==> src/rtl/dis_pkg.sv <==
package dis_pkg;
  localparam int WORD_W   = 32;
  localparam int OP_W     = 8;
  localparam int IMM_BITS = 7;
  localparam int IMM_N    = (WORD_W + IMM_BITS - 1) / IMM_BITS;
  localparam int IDX_W    = 5;

  typedef enum logic [2:0] {
    CMD_RDSP  = 3'd0,
    CMD_RDMEM = 3'd1,
    CMD_WRMEM = 3'd2,
    CMD_SETPC = 3'd3,
    CMD_LEAVE = 3'd4,
    CMD_RSV5  = 3'd5,
    CMD_RSV6  = 3'd6,
    CMD_RSV7  = 3'd7
  } dcmd_e;

  typedef struct packed {
    logic [OP_W-1:0] op;
    logic            last;
    logic            cap;
    logic            smp;
    logic            chk;
  } step_t;

  // k-th immediate slice of a word, most significant slice first
  function automatic logic [IMM_BITS-1:0] imm_chunk(input logic [WORD_W-1:0] w, input int k);
    logic [WORD_W-1:0] s;
    s = w >> (IMM_BITS * (IMM_N - 1 - k));
    return s[IMM_BITS-1:0];
  endfunction

  function automatic logic [IDX_W-1:0] seq_len(input dcmd_e c);
    case (c)
      CMD_RDSP:  return IDX_W'(3);
      CMD_RDMEM: return IDX_W'(IMM_N + 6);
      CMD_WRMEM: return IDX_W'(2 * IMM_N + 6);
      CMD_SETPC: return IDX_W'(IMM_N + 1);
      CMD_LEAVE: return IDX_W'(1);
      default:   return '0;
    endcase
  endfunction
endpackage

==> src/rtl/dis_opgen.sv <==
module dis_opgen
  import dis_pkg::*;
#(
  parameter logic [7:0] OP_NOP    = 8'h0B,
  parameter logic [7:0] OP_IMM    = 8'h80,
  parameter logic [7:0] OP_LOADSP = 8'h60,
  parameter logic [7:0] OP_PUSHSP = 8'h02,
  parameter logic [7:0] OP_POPPC  = 8'h04,
  parameter logic [7:0] OP_LOAD   = 8'h08,
  parameter logic [7:0] OP_STORE  = 8'h0C,
  parameter logic [7:0] OP_POPSP  = 8'h0D,
  parameter logic [7:0] OP_BREAK  = 8'h00,
  parameter logic [4:0] LSP_RD    = 5'h11,
  parameter logic [4:0] LSP_WR    = 5'h10
) (
  input  dcmd_e              cmd,
  input  logic [IDX_W-1:0]   idx,
  input  logic [WORD_W-1:0]  addr,
  input  logic [WORD_W-1:0]  data,
  output step_t              step
);
  function automatic logic [OP_W-1:0] imm_op(input logic [WORD_W-1:0] w, input int k);
    return OP_IMM | {{(OP_W-IMM_BITS){1'b0}}, imm_chunk(w, k)};
  endfunction

  always_comb begin
    int i;
    i = int'(idx);
    step = '0;
    step.op = OP_NOP;
    case (cmd)
      CMD_RDSP: begin
        if (i == 0) step.op = OP_PUSHSP;
        else if (i == 1) step.cap = 1'b1;
        else begin step.op = OP_POPSP; step.last = 1'b1; end
      end
      CMD_RDMEM: begin
        if (i == 0) begin step.op = OP_PUSHSP; step.smp = 1'b1; end
        else if (i <= IMM_N) step.op = imm_op(addr, i - 1);
        else if (i == IMM_N + 1) step.op = OP_LOAD;
        else if (i == IMM_N + 2) step.cap = 1'b1;
        else if (i == IMM_N + 3) step.op = OP_LOADSP | {3'b000, LSP_RD};
        else if (i == IMM_N + 4) step.op = OP_POPSP;
        else begin step.last = 1'b1; step.chk = 1'b1; end
      end
      CMD_WRMEM: begin
        if (i == 0) begin step.op = OP_PUSHSP; step.smp = 1'b1; end
        else if (i <= IMM_N) step.op = imm_op(data, i - 1);
        else if (i == IMM_N + 1) step.op = OP_NOP;
        else if (i <= 2 * IMM_N + 1) step.op = imm_op(addr, i - IMM_N - 2);
        else if (i == 2 * IMM_N + 2) step.op = OP_STORE;
        else if (i == 2 * IMM_N + 3) step.op = OP_LOADSP | {3'b000, LSP_WR};
        else if (i == 2 * IMM_N + 4) step.op = OP_POPSP;
        else begin step.last = 1'b1; step.chk = 1'b1; end
      end
      CMD_SETPC: begin
        if (i < IMM_N) step.op = imm_op(addr, i);
        else begin step.op = OP_POPPC; step.last = 1'b1; end
      end
      CMD_LEAVE: begin
        step.op = OP_BREAK;
        step.last = 1'b1;
      end
      default: step.last = 1'b1;
    endcase
  end
endmodule

==> src/rtl/dis_issue.sv <==
module dis_issue #(
  parameter int         OP_W        = 8,
  parameter int         WDOG_CYCLES = 1024,
  parameter logic [7:0] OP_IDLE     = 8'h0B
) (
  input  logic            clk,
  input  logic            rst_n,
  input  logic            start,
  input  logic [OP_W-1:0] op,
  input  logic            emu_rdy,
  output logic [OP_W-1:0] emu_ir,
  output logic            emu_exec,
  output logic            fin,
  output logic            tmo
);
  localparam int CNT_W = $clog2(WDOG_CYCLES + 1) + 1;

  typedef enum logic [2:0] {I_IDLE, I_SHOW, I_FIRE, I_SETTLE, I_WAIT} ist_e;
  ist_e             st;
  logic [CNT_W-1:0] cnt;
  logic             wdog_hit;

  assign wdog_hit = (cnt >= CNT_W'(WDOG_CYCLES));
  assign emu_exec = (st == I_FIRE);
  assign fin      = (st == I_WAIT) && emu_rdy;
  assign tmo      = (st == I_WAIT) && !emu_rdy && wdog_hit;

  always_ff @(posedge clk) begin
    if (!rst_n) begin
      st     <= I_IDLE;
      emu_ir <= OP_W'(OP_IDLE);
      cnt    <= '0;
    end else begin
      case (st)
        I_IDLE:   if (start) begin emu_ir <= op; st <= I_SHOW; end
        I_SHOW:   st <= I_FIRE;
        I_FIRE:   begin st <= I_SETTLE; cnt <= CNT_W'(1); end
        I_SETTLE: begin st <= I_WAIT; cnt <= cnt + 1'b1; end
        I_WAIT: begin
          if (emu_rdy || wdog_hit) begin
            st     <= I_IDLE;
            emu_ir <= OP_W'(OP_IDLE);
          end else begin
            cnt <= cnt + 1'b1;
          end
        end
        default: st <= I_IDLE;
      endcase
    end
  end

  AST_EXEC_ONE_CYCLE: assert property (@(posedge clk) disable iff (!rst_n)
    emu_exec |=> !emu_exec);
  AST_IR_HELD_AT_EXEC: assert property (@(posedge clk) disable iff (!rst_n)
    emu_exec |-> $stable(emu_ir));
  AST_NO_RESTRIKE: assert property (@(posedge clk) disable iff (!rst_n)
    emu_exec |=> !start);
endmodule

==> src/rtl/dis_spcheck.sv <==
module dis_spcheck #(
  parameter int W = 32
) (
  input  logic         clk,
  input  logic         rst_n,
  input  logic         smp,
  input  logic         chk,
  input  logic [W-1:0] sp_in,
  output logic         err
);
  logic [W-1:0] sp_ref;

  always_ff @(posedge clk) begin
    if (!rst_n) begin
      sp_ref <= '0;
      err    <= 1'b0;
    end else begin
      if (smp) sp_ref <= sp_in;
      if (chk && (sp_in != sp_ref)) err <= 1'b1;
    end
  end

  AST_SPERR_STICKY: assert property (@(posedge clk) disable iff (!rst_n)
    err |=> err);
endmodule

==> src/rtl/dis_seq.sv <==
module dis_seq
  import dis_pkg::*;
#(
  parameter int         WDOG_CYCLES = 1024,
  parameter logic [7:0] OP_NOP      = 8'h0B,
  parameter logic [7:0] OP_IMM      = 8'h80,
  parameter logic [7:0] OP_LOADSP   = 8'h60,
  parameter logic [7:0] OP_PUSHSP   = 8'h02,
  parameter logic [7:0] OP_POPPC    = 8'h04,
  parameter logic [7:0] OP_LOAD     = 8'h08,
  parameter logic [7:0] OP_STORE    = 8'h0C,
  parameter logic [7:0] OP_POPSP    = 8'h0D,
  parameter logic [7:0] OP_BREAK    = 8'h00
) (
  input  logic        clk,
  input  logic        rst_n,
  input  logic        cmd_valid,
  output logic        cmd_ready,
  input  logic [2:0]  cmd_code,
  input  logic [31:0] cmd_addr,
  input  logic [31:0] cmd_data,
  output logic        done,
  output logic [31:0] rdata,
  output logic        sp_err,
  output logic        timeout,
  output logic        emu_req,
  output logic [7:0]  emu_ir,
  output logic        emu_exec,
  input  logic        emu_rdy,
  input  logic        core_brk,
  input  logic [31:0] dbg_tos,
  input  logic [31:0] dbg_sp
);
  typedef enum logic [1:0] {T_HALT, T_IDLE, T_RUN} tst_e;
  tst_e              st;
  dcmd_e             cmd_q;
  logic [WORD_W-1:0] addr_q, data_q;
  logic [IDX_W-1:0]  idx;
  logic              kick;
  step_t             step;
  logic              fin, tmo;
  logic              sp_smp, sp_chk;
  dcmd_e             cmd_in;

  assign cmd_in    = dcmd_e'(cmd_code);
  assign cmd_ready = (st == T_IDLE);
  assign sp_smp    = (st == T_RUN) && fin && step.smp;
  assign sp_chk    = (st == T_RUN) && fin && step.chk;

  dis_opgen #(
    .OP_NOP(OP_NOP), .OP_IMM(OP_IMM), .OP_LOADSP(OP_LOADSP), .OP_PUSHSP(OP_PUSHSP),
    .OP_POPPC(OP_POPPC), .OP_LOAD(OP_LOAD), .OP_STORE(OP_STORE), .OP_POPSP(OP_POPSP),
    .OP_BREAK(OP_BREAK), .LSP_RD(5'h11), .LSP_WR(5'h10)
  ) u_gen (
    .cmd(cmd_q), .idx(idx), .addr(addr_q), .data(data_q), .step(step)
  );

  dis_issue #(.OP_W(OP_W), .WDOG_CYCLES(WDOG_CYCLES), .OP_IDLE(OP_NOP)) u_iss (
    .clk(clk), .rst_n(rst_n), .start(kick), .op(step.op), .emu_rdy(emu_rdy),
    .emu_ir(emu_ir), .emu_exec(emu_exec), .fin(fin), .tmo(tmo)
  );

  dis_spcheck #(.W(WORD_W)) u_spc (
    .clk(clk), .rst_n(rst_n), .smp(sp_smp), .chk(sp_chk), .sp_in(dbg_sp), .err(sp_err)
  );

  always_ff @(posedge clk) begin
    if (!rst_n) begin
      st      <= T_HALT;
      cmd_q   <= CMD_LEAVE;
      addr_q  <= '0;
      data_q  <= '0;
      idx     <= '0;
      kick    <= 1'b0;
      done    <= 1'b0;
      rdata   <= '0;
      timeout <= 1'b0;
      emu_req <= 1'b0;
    end else begin
      kick <= 1'b0;
      done <= 1'b0;
      case (st)
        T_HALT: begin
          emu_req <= 1'b1;
          if (emu_req && emu_rdy && core_brk) st <= T_IDLE;
        end
        T_IDLE: begin
          if (cmd_valid) begin
            cmd_q  <= cmd_in;
            addr_q <= cmd_addr;
            data_q <= cmd_data;
            idx    <= '0;
            if (seq_len(cmd_in) == '0) begin
              done <= 1'b1;
            end else begin
              st   <= T_RUN;
              kick <= 1'b1;
            end
          end
        end
        T_RUN: begin
          if (tmo) begin
            timeout <= 1'b1;
            done    <= 1'b1;
            st      <= T_IDLE;
          end else if (fin) begin
            if (step.cap) rdata <= dbg_tos;
            if (step.last) begin
              done <= 1'b1;
              st   <= T_IDLE;
            end else begin
              idx  <= idx + 1'b1;
              kick <= 1'b1;
            end
          end
        end
        default: st <= T_HALT;
      endcase
    end
  end

  AST_REQ_HELD: assert property (@(posedge clk) disable iff (!rst_n)
    emu_req |=> emu_req);
  AST_NO_EXEC_IN_HALT: assert property (@(posedge clk) disable iff (!rst_n)
    (st == T_HALT) |-> (!emu_exec && !cmd_ready));
  AST_DONE_PULSE: assert property (@(posedge clk) disable iff (!rst_n)
    done |=> !done);
  AST_TMO_STICKY: assert property (@(posedge clk) disable iff (!rst_n)
    timeout |=> timeout);
  AST_TMO_ENDS_CMD: assert property (@(posedge clk) disable iff (!rst_n)
    tmo |=> (done && timeout));
endmodule

==> config.mk <==
export PLATFORM = sky130hd
export DESIGN_NAME = dis_seq
export DESIGN_NICKNAME = d
export VERILOG_FILES = /design/src/rtl/dis_pkg.sv /design/src/rtl/dis_opgen.sv /design/src/rtl/dis_issue.sv /design/src/rtl/dis_spcheck.sv /design/src/rtl/dis_seq.sv
export SDC_FILE = /design/constraint.sdc
export NUM_CORES = 1
export LEC_CHECK = 0
export ABC_AREA = 1
export BUFFER_PORTS_ARGS = -buffer_cell sky130_fd_sc_hd__buf_2
export CORE_MARGIN = 2
export CORE_UTILIZATION = 48
export CTS_BUF_LIST = sky130_fd_sc_hd__clkbuf_16
export DETAILED_ROUTE_END_ITERATION = 10
export HOLD_SLACK_MARGIN = 0.12
export PLACE_DENSITY_LB_ADDON = 0.1
export SYNTH_ARGS = -nofsm -noshare
export SYNTH_HDL_FRONTEND = slang
export SYNTH_SLANG_ARGS = --single-unit
==> constraint.sdc <==
create_clock -name clk -period 7.27 [get_ports clk]
set_input_delay 0.727 -clock clk [delete_from_list [all_inputs] [get_ports clk]]
set_output_delay 0.727 -clock clk [all_outputs]
set_load 0.01 [all_outputs]
==> summary.md, run 1 <==
| Metric | Value |
|---|---|
| #FFs+latches synth | 166 |
| Mean Syn Cell Area | ~5.7 sq um |
| Ys Warns | 0 |
| Synthesized Nets | 3946 |
| Avg WL per Cell | about 17 microns |
| Root buf cell | clkbuf_16 |
| Residual DRC | 0 |
| XOR/XNOR Fraction of Synth Area | approximately 2.5% |
| Largest stage delay on the critical path | about 0.53 ns |
| Via count | ~24000 |
| Largest net degree at the start of global routing | 110 |
| Drt total wl | approximately 73000 microns |
| Initial drt markers | around 2300 |
| Clock input transition at the sequential cells of the worst setup and hold paths | roughly 0.070 ns |
| H-tree levels | 4 |
| Hold Vio Cnt, Final | 0 |
| Layout cells sized above 1 | under 10% |
| Core area | about 42000 sq um |
| Area Growth Syn to Fin | 10.1% |
| Critical path buffers and inverters | 7 |
| CTS tree | yes |
| Total die area | between 40000 and 50000 sq um |
| Worst r2r dst | u_iss.emu_ir[4]$_SDFFE_PN0P_ |
| Async SR Flop Fraction | 0% |
| Compound-Gate Fraction of Synth Area | a little under an eighth |
| WHS | about 0.46 ns |
| Post-synth EDFFs | 0 |
| Final core utilization | between 50% and 60% |
| Row Count | between 70 and 80 |
| Slowest cell on crit path | fa_1 |
| CP Capture Type | flop |
| Top FF cell, synth | dfxtp_1 |
| Synth cell types | 52 |
| Die Y | 211 microns |
| DP Area | around 22000 sq um |
| Most frequent cell on the critical path | nand2_1 |
| Vias in the first global route | roughly 22000 |
| Multiplexer share of the synthesized area | less than 1% |
| Number of diodes | 0 |
| DRT Pass-1 Iters | 6 |
| Post-synthesis simple-gate area fraction | 41.8% |
| Highest Clock Rate | 146 MHz |
| Fill cells | 4456 |
| Worst hold endpoint | u_iss.st[0]$_SDFFE_PN0P_ |
| Hold Crit Start | u_iss.st[0]$_SDFFE_PN0P_ |
| I/O Pins | 182 |
| Crit path kind | flop to flop |
| Gpl congestion | 0.999 |
| Sequential share of the synthesized area | between 15 and 20% |
| Crit path DAT | around 7.2 ns |
| Initial antenna violation count | 2 |
| # setup viols final | 0 |
| Clock buffer depth | 2 |
| Syn Inst Count | approximately 3600 |
| Max Cap Viol | 0 |
| CTS Buf Count | 17 |
| Final period util | 94.3% |
| Main combinational cell family by area after synthesis | simple AND/OR/NAND/NOR gates |
| Headroom to the max-slew limit | between 20% and 30% |
| Adder-cell share of the synthesized area | between 10% and 20% |
| Chip width | 211 microns |
| Worst skew pair latency | 0.45 ns |
| Remaining antenna violation count | 0 |
| CP required | between 7 and 8 ns |
| Port bufs | 181 |
| Worst Setup Start Kind | flop |
| First-pass GRT wire length | between 100000 and 150000 microns |
| Crit path max fanout | 27 |
| Status | finished, final reports clean |
| Final nets | 4044 |
| GRT Total Usage | between 30% and 40% |
| Reg2reg setup slack | between 0.4 and 0.5 ns |
| DP HPWL | 57800 microns |
| Kind of cell adding the most delay to the critical path | simple AND/OR/NAND/NOR gates |
| R2R depth | 44 |
| Slew @ Worst Pin | between 1 and 1.5 ns |
| Final Cell Area | roughly 23000 sq um |
| Fin crit period | ~6.9 ns |
| RR Startpoint | idx[1]$_SDFFE_PN0P_ |
| Clock Sinks | 166 |
| Worst Hold Class | flop to flop |
| Layout Skew | between 0.01 and 0.015 ns |
| Synth Cell Area | about 21000 sq um |
| Hold path depth | 1 |
| Max-slew violations | 0 |
| Starting Density | about half |
| GR Overflow Total | 0 |
| Drt via density | roughly 5.6 |
Yosys cell counts (all sizes together) (2+ instances only):
library cell / number / share of area, %
ha: 146 / 8.9
xnor2: 44 / 1.9
a21oi: 173 / 4.2
nand4: 62 / 1.9
fa: 58 / 5.6
and2: 3 / 0.091
a21boi: 3 / 0.11
nor3b: 2 / 0.073
clkinv: 9 / 0.16
nor4: 10 / 0.30
nand2: 1047 / 19
nand3: 462 / 11
and3: 3 / 0.091
o21ai: 240 / 5.8
o21bai: 7 / 0.26
clkbuf: 91 / 1.7
nor3: 40 / 1.1
or2: 10 / 0.30
o2111ai: 3 / 0.13
nand3b: 9 / 0.33
dfxtp: 166 / 16
xor2: 13 / 0.59
a31oi: 9 / 0.27
a211oi: 3 / 0.11
inv: 534 / 9.8
o211ai: 16 / 0.58
buf: 61 / 1.5
nor2: 371 / 7.2
cells in the final DEF (no fill, tap or decap), types with 4 or more instances in the layout:
master and n:
a21oi_1 169, a31oi_1 9, buf_2 180, buf_4 45, clkbuf_16 17, clkinv_1 8
dfxtp_1 164, fa_1 58, ha_1 141, inv_1 521, inv_2 14, inv_6 5
nand2_1 1038, nand2_2 6, nand3_1 458, nand3_2 4, nand3b_1 9, nand4_1 62
nor2_1 335, nor2_2 29, nor2_4 8, nor3_1 34, nor3_2 5, nor4_1 10
o211ai_1 16, o21ai_0 213, o21ai_1 27, o21bai_1 7, or2_2 10, xnor2_1 44
xor2_1 12
per-layer routing:
layer  share of wire, %  up-vias  global-route usage, %
li1                   -    11700                      -
met1                 45    10900                   44.5
met2                 44      933                   50.3
met3                7.8      111                   5.55
met4                3.1        4                   10.2
met5              0.037        -                      0
through the flow:
step                std cells  TNS (ns)  setup WS [ns]
floorplan                3606         0          0.585
finish                   4256         0          0.418
detailed placement       4214         0         0.0189
global route             4256    -0.173        -0.0391
CTS                      4246         0        0.00617
global placement         4214         0         0.0988
final cells by class:
class | instances | area, sq um | share of cell area (%)
inverter | 543 | 2040 | 9.03
multi-input combinational | 2746 | 14700 | 65.0
clock inverter | 15 | 139 | 0.613
clock buffer | 17 | 425 | 1.88
sequential | 166 | 3330 | 14.7
tap | 539 | 674 | 2.98
timing repair buffer | 230 | 1310 | 5.80
logic make-up after synthesis:
family / count (synthesis)
AND/OR/NAND/NOR: 2020
buffers and inverters: 695
AO/OA/AOI/OAI: 463
adder cells (fa/ha/maj): 204
flip-flops: 166
XOR/XNOR: 57
multiplexers: 1
worst max path at each step:
stage,to,slack [ns],start,cells past startpoint
final,u_iss.emu_ir[4]$_SDFFE_PN0P_,0.42,idx[1]$_SDFFE_PN0P_,44
after global routing,u_iss.emu_ir[5]$_SDFFE_PN0P_,-0.04,idx[1]$_SDFFE_PN0P_,44
after CTS,u_iss.emu_ir[5]$_SDFFE_PN0P_,0.006,idx[1]$_SDFFE_PN0P_,42
after detailed placement,u_iss.emu_ir[5]$_SDFFE_PN0P_,0.02,idx[1]$_SDFFE_PN0P_,44
after global placement,u_iss.emu_ir[5]$_SDFFE_PN0P_,0.1,idx[1]$_SDFFE_PN0P_,42
after floorplan,u_iss.emu_ir[2]$_SDFFE_PN0P_,0.58,idx[0]$_SDFFE_PN0P_,44
sequential cells by signal, summed over array words and instances, names as in the netlist, 5 cells and up:
| signal | count |
|---|---|
| data_q | 32 |
| u_spc.sp_ref | 32 |
| u_iss.emu_ir | 8 |
| u_iss.cnt | 12 |
| rdata | 32 |
| idx | 5 |
| addr_q | 32 |
timing repair:
item,4_1_cts,5_1_grt
gates cloned,0,1
hold buffers,0,0
pin swaps,0,5
resized for setup,1,42
setup buffers,0,10
setup endpoints to repair,2,7
Power of run 1 is left out: the tool's default activity adds up to more than one toggle a clock period on the data nets, which glitch-free logic cannot reach.
==> run 2: changes to the inputs <==
==> constraint.sdc (replaced) <==
create_clock -name clk -period 7.3 [get_ports clk]
set_input_delay 1.46 -clock clk [delete_from_list [all_inputs] [get_ports clk]]
set_output_delay 1.46 -clock clk [all_outputs]
set_load 0.01 [all_outputs]
==> run 2 against run 1 <==
- final cell count fell by 0.31%
- first-iteration DRC count rose by 3.1%
- flip-flop and latch count did not move
==> summary.md, run 2 (synthesized netlist as in run 1, its figures left out) <==
| Metric | Value |
|---|---|
| Max Cap Viol | 0 (unchanged) |
| CTS tree | yes (unchanged) |
| Largest net degree at the start of global routing | 98 (was 110) |
| Final period util | 92.8% (was 94.3%) |
| Max-slew violations | 0 (unchanged) |
| RSZ-0062 raised after global routing | yes |
| GRT Total Usage | 31.6% (was 32.0%) |
| Crit path max fanout | 11 (was 27) |
| DP HPWL | 56700 microns (was 57800 microns) |
| Highest Clock Rate | 148 MHz (was 146 MHz) |
| Drt via density | 5.59 (was 5.56) |
| Slew @ Worst Pin | 1.16 ns (was 1.15 ns) |
| Setup TNS | 0 ns (unchanged) |
| Hold buffer count at cts | 0 (unchanged) |
| Crit path kind | flop to flop (unchanged) |
| Worst Setup Start Kind | flop (unchanged) |
| Most frequent cells in the layout | nand2_1, inv_1, nand3_1, nor2_1, o21ai_0 (unchanged) |
| Drt total wl | 72300 microns (was 73100 microns) |
| Layout cells sized above 1 | 9.23% (was 9.52%) |
| Worst Hold Class | flop to flop (unchanged) |
| Row Count | 75 (unchanged) |
| Gpl congestion | 1.00 (was 0.999) |
| Core area | 42100 sq um (unchanged) |
| Clock buffer depth | 2 (unchanged) |
| CP required | 7.67 ns (was 7.64 ns) |
| Chip width | 211 microns (unchanged) |
| Final nets | 4031 (was 4044) |
| Avg WL per Cell | 17.0 microns (was 17.2 microns) |
| GR Overflow Total | 0 (unchanged) |
| Status | finished, final reports clean (unchanged) |
| R2R depth | 46 (was 44) |
| Crit path DAT | 7.14 ns (was 7.22 ns) |
| Hold Vio Cnt, Final | 0 (unchanged) |
| # setup viols final | 0 (unchanged) |
| Worst setup path startpoint | idx[1]$_SDFFE_PN0P_ (unchanged) |
| CTS Buf Count | 17 (unchanged) |
| Fin crit period | 6.77 ns (was 6.85 ns) |
| Starting Density | 48.8% (unchanged) |
| Root buf cell | clkbuf_16 (unchanged) |
| Via count | 23700 (about the same) |
| Die Y | 211 microns (unchanged) |
| Clock input transition at the sequential cells of the worst setup and hold paths | 0.07 ns (about the same) |
| Hold path depth | 2 (was 1) |
| Vias in the first global route | 21600 (was 21700) |
| Worst skew pair latency | 0.46 ns (was 0.45 ns) |
| Residual DRC | 0 (unchanged) |
| Initial drt markers | 2398 (was 2325) |
| Headroom to the max-slew limit | 21.8% (was 23.0%) |
| Slowest cell on crit path | fa_1 (unchanged) |
| H-tree levels | 4 (unchanged) |
| RR Startpoint | idx[1]$_SDFFE_PN0P_ (unchanged) |
| Remaining antenna violation count | 0 (unchanged) |
| I/O Pins | 182 (unchanged) |
| CP Capture Type | flop (unchanged) |
| Largest stage delay on the critical path | 0.52 ns (was 0.53 ns) |
| Final core utilization | 53.4% (was 53.7%) |
| Port bufs | 181 (unchanged) |
| Clock Sinks | 166 (unchanged) |
| Total die area | 44500 sq um (unchanged) |
| Worst hold endpoint | data_q[9]$_SDFFE_PN0P_ (was u_iss.st[0]$_SDFFE_PN0P_) |
| Layout Skew | 0.0131 ns (was 0.0120 ns) |
| Worst r2r dst | u_iss.emu_ir[6]$_SDFFE_PN0P_ (was u_iss.emu_ir[4]$_SDFFE_PN0P_) |
| DRT Pass-1 Iters | 6 (unchanged) |
| Most common cell after layout, fill and taps aside | nand2_1 (unchanged) |
| Initial antenna violation count | 4 (was 2) |
| Hold Crit Start | data_q[9]$_SDFFE_PN0P_ (was u_iss.st[0]$_SDFFE_PN0P_) |
| First-pass GRT wire length | 113000 microns (was 114000 microns) |
| Area Growth Syn to Fin | 9.49% (was 10.1%) |
| Most frequent cell on the critical path | nand2_1 (unchanged) |
| Reg2reg setup slack | 0.53 ns (was 0.42 ns) |
| Number of diodes | 0 (unchanged) |
## run 2: changes by cell type in the layout (fill, tap and decap cells not counted), moves of 3 or more
cell and change:
inv_6 -4, buf_6 -3, nor2_1 +3, buf_4 -12
## run 2: cell type report
type	instances	area, sq um
Fill cell	4416	19600
Multi-Input combinational cell	2747	14700
Sequential cell	166	3330
Inverter	543	2040
Timing Repair Buffer	216	1200
Tap cell	539	674
Clock buffer	17	425
Clock inverter	15	164
## run 2: what timing repair did
action	CTS	global route
endpoints found under the setup margin	0	7
setup buffers	0	4
resized for setup	0	35
endpoints found under the hold margin	0	0
## run 2: through the flow
step / instances / hold WS (ns) / cell area [sq um] / setup slack [ns]
after floorplan: 3606 / 0.420 / 20600 / 0.615
after global placement: 4205 / 0.429 / 21700 / 0.163
after detailed placement: 4205 / 0.456 / 21700 / 0.0887
after CTS: 4237 / 0.474 / 22300 / 0.0535
after global routing: 4243 / 0.479 / 22500 / -0.0386
final: 4243 / 0.476 / 22500 / 0.527
## run 2: worst max-delay path by stage
stage                              endpoint  slack (ns)  depth (start not counted)
2_1_floorplan  u_iss.emu_ir[2]$_SDFFE_PN0P_        0.61                         44
3_3_place_gp   u_iss.emu_ir[6]$_SDFFE_PN0P_        0.16                         38
3_5_place_dp   u_iss.emu_ir[6]$_SDFFE_PN0P_        0.09                         38
4_1_cts        u_iss.emu_ir[6]$_SDFFE_PN0P_        0.05                         38
5_1_grt        u_iss.emu_ir[6]$_SDFFE_PN0P_       -0.04                         45
6_report       u_iss.emu_ir[6]$_SDFFE_PN0P_        0.53                         46
## run 2: critical path: cells and delay by family, from the launching register on
family / cells / cell delay (ns)
compound gates: 1 / 0.14
flops: 1 / 0.40
fa+ha+maj: 5 / 1.79
buf+inv: 9 / 0.97
simple gates: 31 / 3.42
## run 2: routing by layer
layer  global-route usage (%)  share of wire, %
met1                     43.3                44
met5                        0             0.033
met4                     12.2               4.2
met3                     5.40               8.1
met2                     49.8                44
Power of run 2 is left out for the same reason.
